[src/rtl/pio_pkg.sv]
package pio_pkg;
  localparam int DW = 8;
  localparam int NIB = DW / 2;
  localparam int IW = $clog2(DW);

  localparam logic [1:0] SEL_A = 2'd0;
  localparam logic [1:0] SEL_B = 2'd1;
  localparam logic [1:0] SEL_C = 2'd2;
  localparam logic [1:0] SEL_CTL = 2'd3;

  // Port C line positions used by the strobed handshakes
  localparam int A_STB = 4;
  localparam int A_IBF = 5;
  localparam int A_INT = 3;
  localparam int B_STB = 2;
  localparam int B_IBF = 1;
  localparam int B_INT = 0;

  typedef struct packed {
    logic strobedA;
    logic strobedB;
    logic inA;
    logic inB;
    logic inCU;
    logic inCL;
  } cfg_t;

  typedef struct packed {
    logic wrA;
    logic wrB;
    logic wrC;
    logic bitSr;
    logic [IW-1:0] bitIdx;
    logic bitVal;
    logic modeSet;
    logic rdA;
    logic rdB;
    logic rdOn;
    logic [1:0] sel;
    logic [DW-1:0] data;
  } strb_t;
endpackage

[src/rtl/pio_ctrl.sv]
module pio_ctrl
  import pio_pkg::*;
(
  input  logic          clk,
  input  logic          rstN,
  input  logic [1:0]    addr,
  input  logic          wrEn,
  input  logic          rdEn,
  input  logic [DW-1:0] wrData,
  output cfg_t          cfg,
  output strb_t         strb
);
  logic ctlHit;
  assign ctlHit = wrEn && (addr == SEL_CTL);

  always_comb begin
    strb = '0;
    strb.data = wrData;
    strb.sel = addr;
    strb.rdOn = rdEn;
    strb.wrA = wrEn && (addr == SEL_A);
    strb.wrB = wrEn && (addr == SEL_B);
    strb.wrC = wrEn && (addr == SEL_C);
    strb.modeSet = ctlHit && wrData[7];
    strb.bitSr = ctlHit && !wrData[7];
    strb.bitIdx = wrData[IW:1];
    strb.bitVal = wrData[0];
    strb.rdA = rdEn && (addr == SEL_A);
    strb.rdB = rdEn && (addr == SEL_B);
  end

  always_ff @(posedge clk) begin
    if (!rstN) begin
      cfg <= '{strobedA: 1'b0, strobedB: 1'b0, inA: 1'b1, inB: 1'b1, inCU: 1'b1, inCL: 1'b1};
    end else if (strb.modeSet) begin
      cfg.strobedA <= (wrData[6:5] != 2'b00);
      cfg.strobedB <= wrData[2];
      cfg.inA <= wrData[4];
      cfg.inB <= wrData[1];
      cfg.inCU <= wrData[3];
      cfg.inCL <= wrData[0];
    end
  end


  cfg_hold_chk: assert property (@(posedge clk) disable iff (!rstN)
    strb.bitSr |=> $stable(cfg));
endmodule

[src/rtl/pio_hshk.sv]
module pio_hshk #(
  parameter int DW = 8
) (
  input  logic          clk,
  input  logic          rstN,
  input  logic          enable,
  input  logic          stbN,
  input  logic          inte,
  input  logic          rdReq,
  input  logic          clear,
  input  logic [DW-1:0] pins,
  output logic [DW-1:0] held,
  output logic          ibf,
  output logic          intr
);
  always_ff @(posedge clk) begin
    if (!rstN || clear) begin
      held <= '0;
      ibf  <= 1'b0;
      intr <= 1'b0;
    end else if (enable && !stbN) begin
      held <= pins;
      ibf  <= 1'b1;
      intr <= inte;
    end else if (enable && rdReq) begin
      ibf  <= 1'b0;
      intr <= 1'b0;
    end
  end


  intr_needs_ibf_chk: assert property (@(posedge clk) disable iff (!rstN)
    intr |-> ibf);

  ibf_rise_chk: assert property (@(posedge clk) disable iff (!rstN)
    $rose(ibf) |-> $past(enable && !stbN));

  rd_clear_chk: assert property (@(posedge clk) disable iff (!rstN)
    (enable && rdReq && stbN && !clear) |=> (!ibf && !intr));
endmodule

[src/rtl/pio_dp.sv]
module pio_dp
  import pio_pkg::*;
(
  input  logic          clk,
  input  logic          rstN,
  input  cfg_t          cfg,
  input  strb_t         strb,
  input  logic [DW-1:0] paIn,
  input  logic [DW-1:0] pbIn,
  input  logic [DW-1:0] pcIn,
  output logic [DW-1:0] rdData,
  output logic [DW-1:0] paOut,
  output logic [DW-1:0] paOe,
  output logic [DW-1:0] pbOut,
  output logic [DW-1:0] pbOe,
  output logic [DW-1:0] pcOut,
  output logic [DW-1:0] pcOe
);
  localparam int NCH = 2;

  logic [DW-1:0] outA, outB, outC;
  logic [NCH-1:0][DW-1:0] chPins, chHeld;
  logic [NCH-1:0] chEn, chStbN, chInte, chRd, chIbf, chIntr;
  logic [DW-1:0] pcRd, muxData;

  always_ff @(posedge clk) begin
    if (!rstN || strb.modeSet) begin
      outA <= '0;
      outB <= '0;
      outC <= '0;
    end else begin
      if (strb.wrA) outA <= strb.data;
      if (strb.wrB) outB <= strb.data;
      if (strb.wrC) outC <= strb.data;
      else if (strb.bitSr) outC[strb.bitIdx] <= strb.bitVal;
    end
  end

  assign chPins[0] = paIn;
  assign chPins[1] = pbIn;
  assign chEn   = {cfg.strobedB, cfg.strobedA};
  assign chStbN = {pcIn[B_STB], pcIn[A_STB]};
  assign chInte = {outC[B_STB], outC[A_STB]};
  assign chRd   = {strb.rdB, strb.rdA};

  for (genvar g = 0; g < NCH; g++) begin : gCh
    pio_hshk #(.DW(DW)) uHs (
      .clk   (clk),
      .rstN  (rstN),
      .enable(chEn[g]),
      .stbN  (chStbN[g]),
      .inte  (chInte[g]),
      .rdReq (chRd[g]),
      .clear (strb.modeSet),
      .pins  (chPins[g]),
      .held  (chHeld[g]),
      .ibf   (chIbf[g]),
      .intr  (chIntr[g])
    );
  end

  assign paOut = outA;
  assign pbOut = outB;
  assign paOe = {DW{~cfg.inA & ~cfg.strobedA}};
  assign pbOe = {DW{~cfg.inB & ~cfg.strobedB}};

  always_comb begin
    pcOut = outC;
    pcOe = {{NIB{~cfg.inCU}}, {NIB{~cfg.inCL}}};
    if (cfg.strobedA) begin
      pcOut[A_IBF] = chIbf[0];
      pcOut[A_INT] = chIntr[0];
      pcOut[A_STB] = 1'b0;
      pcOe[A_IBF] = 1'b1;
      pcOe[A_INT] = 1'b1;
      pcOe[A_STB] = 1'b0;
    end
    if (cfg.strobedB) begin
      pcOut[B_IBF] = chIbf[1];
      pcOut[B_INT] = chIntr[1];
      pcOut[B_STB] = 1'b0;
      pcOe[B_IBF] = 1'b1;
      pcOe[B_INT] = 1'b1;
      pcOe[B_STB] = 1'b0;
    end
  end

  for (genvar i = 0; i < DW; i++) begin : gCrd
    assign pcRd[i] = pcOe[i] ? pcOut[i] : pcIn[i];
  end

  always_comb begin
    case (strb.sel)
      SEL_A:   muxData = cfg.strobedA ? chHeld[0] : (cfg.inA ? paIn : outA);
      SEL_B:   muxData = cfg.strobedB ? chHeld[1] : (cfg.inB ? pbIn : outB);
      SEL_C:   muxData = pcRd;
      default: muxData = '0;
    endcase
    rdData = strb.rdOn ? muxData : '0;
  end


  mode_clear_chk: assert property (@(posedge clk) disable iff (!rstN)
    strb.modeSet |=> (paOut == '0 && pbOut == '0 && pcOut == '0));

  strobed_in_chk: assert property (@(posedge clk) disable iff (!rstN)
    (cfg.strobedA |-> paOe == '0) and (cfg.strobedB |-> pbOe == '0));

  hs_dir_chk: assert property (@(posedge clk) disable iff (!rstN)
    cfg.strobedA |-> (pcOe[A_IBF] && pcOe[A_INT] && !pcOe[A_STB]));
endmodule

[src/rtl/pio_triport.sv]
module pio_triport
  import pio_pkg::*;
(
  input  logic          clk,
  input  logic          rstN,
  input  logic [1:0]    addr,
  input  logic          wrEn,
  input  logic          rdEn,
  input  logic [DW-1:0] wrData,
  output logic [DW-1:0] rdData,
  input  logic [DW-1:0] paIn,
  output logic [DW-1:0] paOut,
  output logic [DW-1:0] paOe,
  input  logic [DW-1:0] pbIn,
  output logic [DW-1:0] pbOut,
  output logic [DW-1:0] pbOe,
  input  logic [DW-1:0] pcIn,
  output logic [DW-1:0] pcOut,
  output logic [DW-1:0] pcOe
);
  cfg_t  cfg;
  strb_t strb;

  pio_ctrl uCtrl (
    .clk(clk), .rstN(rstN), .addr(addr), .wrEn(wrEn), .rdEn(rdEn),
    .wrData(wrData), .cfg(cfg), .strb(strb)
  );

  pio_dp uDp (
    .clk(clk), .rstN(rstN), .cfg(cfg), .strb(strb),
    .paIn(paIn), .pbIn(pbIn), .pcIn(pcIn), .rdData(rdData),
    .paOut(paOut), .paOe(paOe), .pbOut(pbOut), .pbOe(pbOe),
    .pcOut(pcOut), .pcOe(pcOe)
  );
endmodule

[config.mk]
export PLATFORM = sky130hd
export DESIGN_NAME = pio_triport
export DESIGN_NICKNAME = d
export VERILOG_FILES = /design/src/rtl/pio_pkg.sv /design/src/rtl/pio_ctrl.sv /design/src/rtl/pio_hshk.sv /design/src/rtl/pio_dp.sv /design/src/rtl/pio_triport.sv
export SDC_FILE = /design/constraint.sdc
export NUM_CORES = 1
export LEC_CHECK = 0
export ABC_AREA = 1
export BUFFER_PORTS_ARGS = -buffer_cell sky130_fd_sc_hd__buf_2
export CELL_PAD_IN_SITES_DETAIL_PLACEMENT = 0
export CELL_PAD_IN_SITES_GLOBAL_PLACEMENT = 1
export CORE_ASPECT_RATIO = 1.5
export CORE_MARGIN = 2
export CORE_UTILIZATION = 35
export DETAILED_ROUTE_END_ITERATION = 10
export PLACE_DENSITY_LB_ADDON = 0.12
export SYNTH_ARGS = -nofsm -noshare
export SYNTH_HDL_FRONTEND = slang
export SYNTH_HIERARCHICAL = 1
export SYNTH_SLANG_ARGS = --single-unit
export TNS_END_PERCENT = 30
[constraint.sdc]
create_clock -name clk -period 1.8 [get_ports clk]
set_clock_uncertainty 0.1 [all_clocks]
set_input_delay 0.18 -clock clk [delete_from_list [all_inputs] [get_ports clk]]
set_output_delay 0.18 -clock clk [all_outputs]
set_load 0.02 [all_outputs]
# Word-level counts from Yosys, hierarchy flattened
# Cells that the tools add are included.
# Widths: inputs -> output; s select.
# classes
magnitude_cmp	2
n_eq_ne	3
mux	29
bitwise_logic	8
reduce_logical	23
# ops
op	n
$mux 8	7
$pmux 8 s3	1
$mux 1	15
$logic_and 1x1->1	13
$mux 3	4
$bwmux 8	1
$reduce_bool 2->1	4
$not 1->1	6
$eq 2x2->1 const B	2
$logic_not 1->1	4
$lt 3x4->1 const B	1
$demux 1 s3	1
$ge 3x1->1 const B	1
$and 1x1->1	2
$eq 2x1->1 const B	1
$logic_not 2->1	1
$logic_or 1x1->1	1
# totals
regBits	50
inputBits	38
output_inout_bits	56

# Longest topological paths before layout
# logic_depth
ltp_word	7
depth_mapped	9

# Cells and area by module
# Netlist, hierarchy kept.
# by_module_without_submodules
mod	instances	cells_each	area_per_inst_um2
pio_dp	1	360	1984.4
pio_hshk	2	58	449.2
pio_ctrl	1	58	402.9

# Worst setup path after synthesis
# Ideal clock, no wire load.
# synth_path
kind	register to output
startpoint	register uCtrl/cfg[4] (netlist name)
endpoint	output rdData[1]
arrival_ns	1.565
required_ns	1.520
setup_slack_ns	-0.045
stages_incl_launch_ff	7
path_buffers	1
path_cell_list	dfxtp_1 -> buf_4 -> o21ai_0 -> nor2_1 -> nor2_1 -> nor2_1 -> nor2_1
# synth_via
elab_chain_cells	4
# synth_lines
element	line	rtl
$mux 3	pio_dp.sv:78	if (cfg.strobedB) begin
via pcOut[1]	pio_triport.sv:18	output logic [DW-1:0] pcOut,
$mux 1	pio_dp.sv:89	assign pcRd[i] = pcOe[i] ? pcOut[i] : pcIn[i];
$pmux 8 s3	pio_dp.sv:93	case (strb.sel)
$mux 8	pio_dp.sv:99	rdData = strb.rdOn ? muxData : '0;
to (decl)	pio_triport.sv:10	output logic [DW-1:0] rdData,
# The timed path passes the listed nets, and every way through them passes these cells.

# Worst setup path in the final report
# layout_path
startpoint	register uCtrl/cfg[4] (netlist name)
endpoint	output rdData[7]
# layout_via
elab_chain_cells	3
# layout_lines
element	line	rtl
$mux 8	pio_dp.sv:95	SEL_B: muxData = cfg.strobedB ? chHeld[1] : (cfg.inB ? pbIn : outB);
$pmux 8 s3	pio_dp.sv:93	
$mux 8	pio_dp.sv:99	
# Every way passes these cells.

==> summary.txt <==
outcome - finished, final reports clean
DRC viols - 0
PnR worst setup slack - 0.0662 ns
Cells after Synth - 534
ant diodes - 0
# IOs - 94
setup violators final - 0
Syn-to-layout area delta - 20.1%
area of the core - 9200 µm²
cell taking the most area after synthesis - dfxtp_1
CTS tree - yes
worst rel slew slack - 61.6%
hold slack - 0.0614 ns
most frequent cells after synthesis - nand2_1, nor2_1, dfxtp_1
Die Span X - 83.1 µm
Worst Tran Pin Value - 0.574 ns
Initial Util - 35.7%
fin crit share - 96.3%
critical path cell sequence - clkinv_8, nor2_1, nor2_1, nand2_1, nand3_1, nand2_1, inv_1, buf_2
cts hold-fix bufs - 0
Placer Congestion - 0.877
clk sinks - 50
worst slack, placed - 0.205 ns
H-tree depth - 2
Hold Crit Class - input port to register
antenna violations before repair - 0
minimum clock period - 1.73 ns
max cap viols - 0
design area - 3950 µm²
area share of the largest cell type after synthesis - 30.5%
Fmax - 577 MHz
Mapped Area - 3290 µm²
Slowest-stage cell, CP - dfxtp_4
Fill cells - 1012
DRT iter0 DRCs - 151
Synth Register Bits - 50
GRT Util Overall - 20.6%
Yosys warning count - 6
Routed WL per cell - 14.8 µm
Crit Path Class - register to primary output
Worst EP required - 1.52 ns
root buffer cell - clkbuf_16
endpoints failing hold - 0
global-route wire length before repair - 16.4 mm
total wire length - 10.6 mm
Mapped Nets - 572
Yosys cell types - 27
Hold Path Origin - rstN
Arr. time, crit path - 1.45 ns
Nets - 646
most common cell in the synthesized netlist - nand2_1
Pleak - 2.16 nW
Worst Setup SP - uCtrl/cfg[4]$_SDFFE_PN0P_
main flop type after synthesis - dfxtp_1
Clk Latency, worst-skew pair - 0.29 ns
vias in the first global route - 3094
pwr dens - 674 nW/µm²
slowest stage delay, CP - 0.41 ns
Die Area - 10200 µm²
post-route ant nets - 0
Final Util - 42.9%
die height - 123 µm
via count - 3373
I/O Buffers - 93
RSZ-0062 raised after global routing - yes
clock buffer depth - 2
share of layout cells above drive strength 1 - 27.5%
row count - 43
Post-Place Cell Area - 3670 µm²
CP endpoint kind - primary output
Max rail drop VDD - 0.397 mV
Synth area leaders - dfxtp_1, nand2_1, nor2_1
GR Overflow Total - 0
CTS Buf Count - 5
Mapped Avg Cell Area - 6.15 µm²
post-DR vias/cell - 4.68
Final Max Tran Viols - 0
drt pass-1 iters - 6
CP max FO - 19
setup TNS - 0 ns
asr flop ratio synth - 0%
sequential-to-total area share from yosys stat - 30.5%
clock transition at the registers of the reported paths - 0.07 ns
largest net degree at the start of global routing - 21
Post-DP HPWL - 8.27 mm
Worst setup SP type - register
EDFF count, synth - 0
Worst R2R Start - uCtrl/cfg[4]$_SDFFE_PN0P_
-- layer usage --
| layer | part of all wire (%) | vias to the layer above | routed length (µm) | GRT usage [%] |
|---|---|---|---|---|
| met2 | 50 | 59 | 5360 | 36.4 |
| met3 | 3.4 | 12 | 357 | 3.16 |
| met4 | 2.2 | 0 | 239 | 7.07 |
| met1 | 44 | 1534 | 4670 | 25.5 |
| met5 | 0 | - | 0 | 0 |
| li1 | - | 1768 | - | - |
-- state kept, by name, indices dropped and copies added (netlist names) --
| register | count |
|---|---|
| uCtrl/cfg | 6 |
| uDp/gCh.uHs/held | 16 |
| uDp/gCh.uHs/ibf | 2 |
| uDp/gCh.uHs/intr | 2 |
| uDp/outC | 8 |
| uDp/paOut | 8 |
| uDp/pbOut | 8 |
-- cell families after synthesis --
family | count (synthesis) | share of synthesized area (%)
compound gates | 31 | 5.41
buf+inv | 99 | 16.5
flops | 50 | 30.5
simple gates | 354 | 47.6
-- layout make-up --
type                            count  area [µm²]  area share [%]
Clock buffer                        5         125            3.17
Clock inverter                      2        10.0           0.254
Inverter                           53         219            5.55
Multi-Input combinational cell    385        1780            45.1
Sequential cell                    50        1010            25.6
Tap cell                          112         140            3.55
Timing Repair Buffer              113         664            16.8
-- where the power goes --
part / internal (mW) / switching [mW] / leakage (nW)
logic: 0.199 / 0.353 / 1.68
registers: 1.14 / 0.0307 / 0.407
clock network: 0.504 / 0.435 / 0.0694
-- placed cells by master, fill, tap and decap left out, types with 8 or more instances in the layout --
cell type / n
nand2_1: 163
nor2_1: 94
buf_2: 92
dfxtp_1: 47
nand3_1: 43
inv_1: 42
buf_4: 17
a21oi_1: 17
nand3b_1: 16
nor2_2: 10
nand2_2: 8
-- per-stage QoR --
step	std cells	total power [mW]
after floorplan	534	1.57
after global placement	709	1.73
after detailed placement	709	1.73
after CTS	716	2.67
after global routing	720	2.79
final	720	2.66
-- worst max-delay path: cells and delay by family (launching register included) --
| kind | cells | cell delay [ns] |
|---|---|---|
| simple gates | 5 | 0.46 |
| flops | 1 | 0.41 |
| buf+inv | 3 | 0.28 |
-- worst paths after layout --
kind / to / slack, ns / cells after the start
max: rdData[7] / 0.07 / 8
min: uCtrl/cfg[0]$_SDFFE_PN1P_ / 0.06 / 2
max reg2reg: uDp/gCh[1].uHs/held[5]$_SDFFE_PP0P_ / 0.61 / 6
min reg2reg: uDp/gCh[0].uHs/ibf$_SDFFE_PP0P_ / 0.38 / 2
-- what timing repair did --
action	CTS	global route
hold endpoints to repair	0	0
resized for setup	8	22
setup buffers	0	3
pin swaps	0	7
cloned	0	1
endpoints found under the setup margin	7	7
Power figures use the tool's default switching activity.
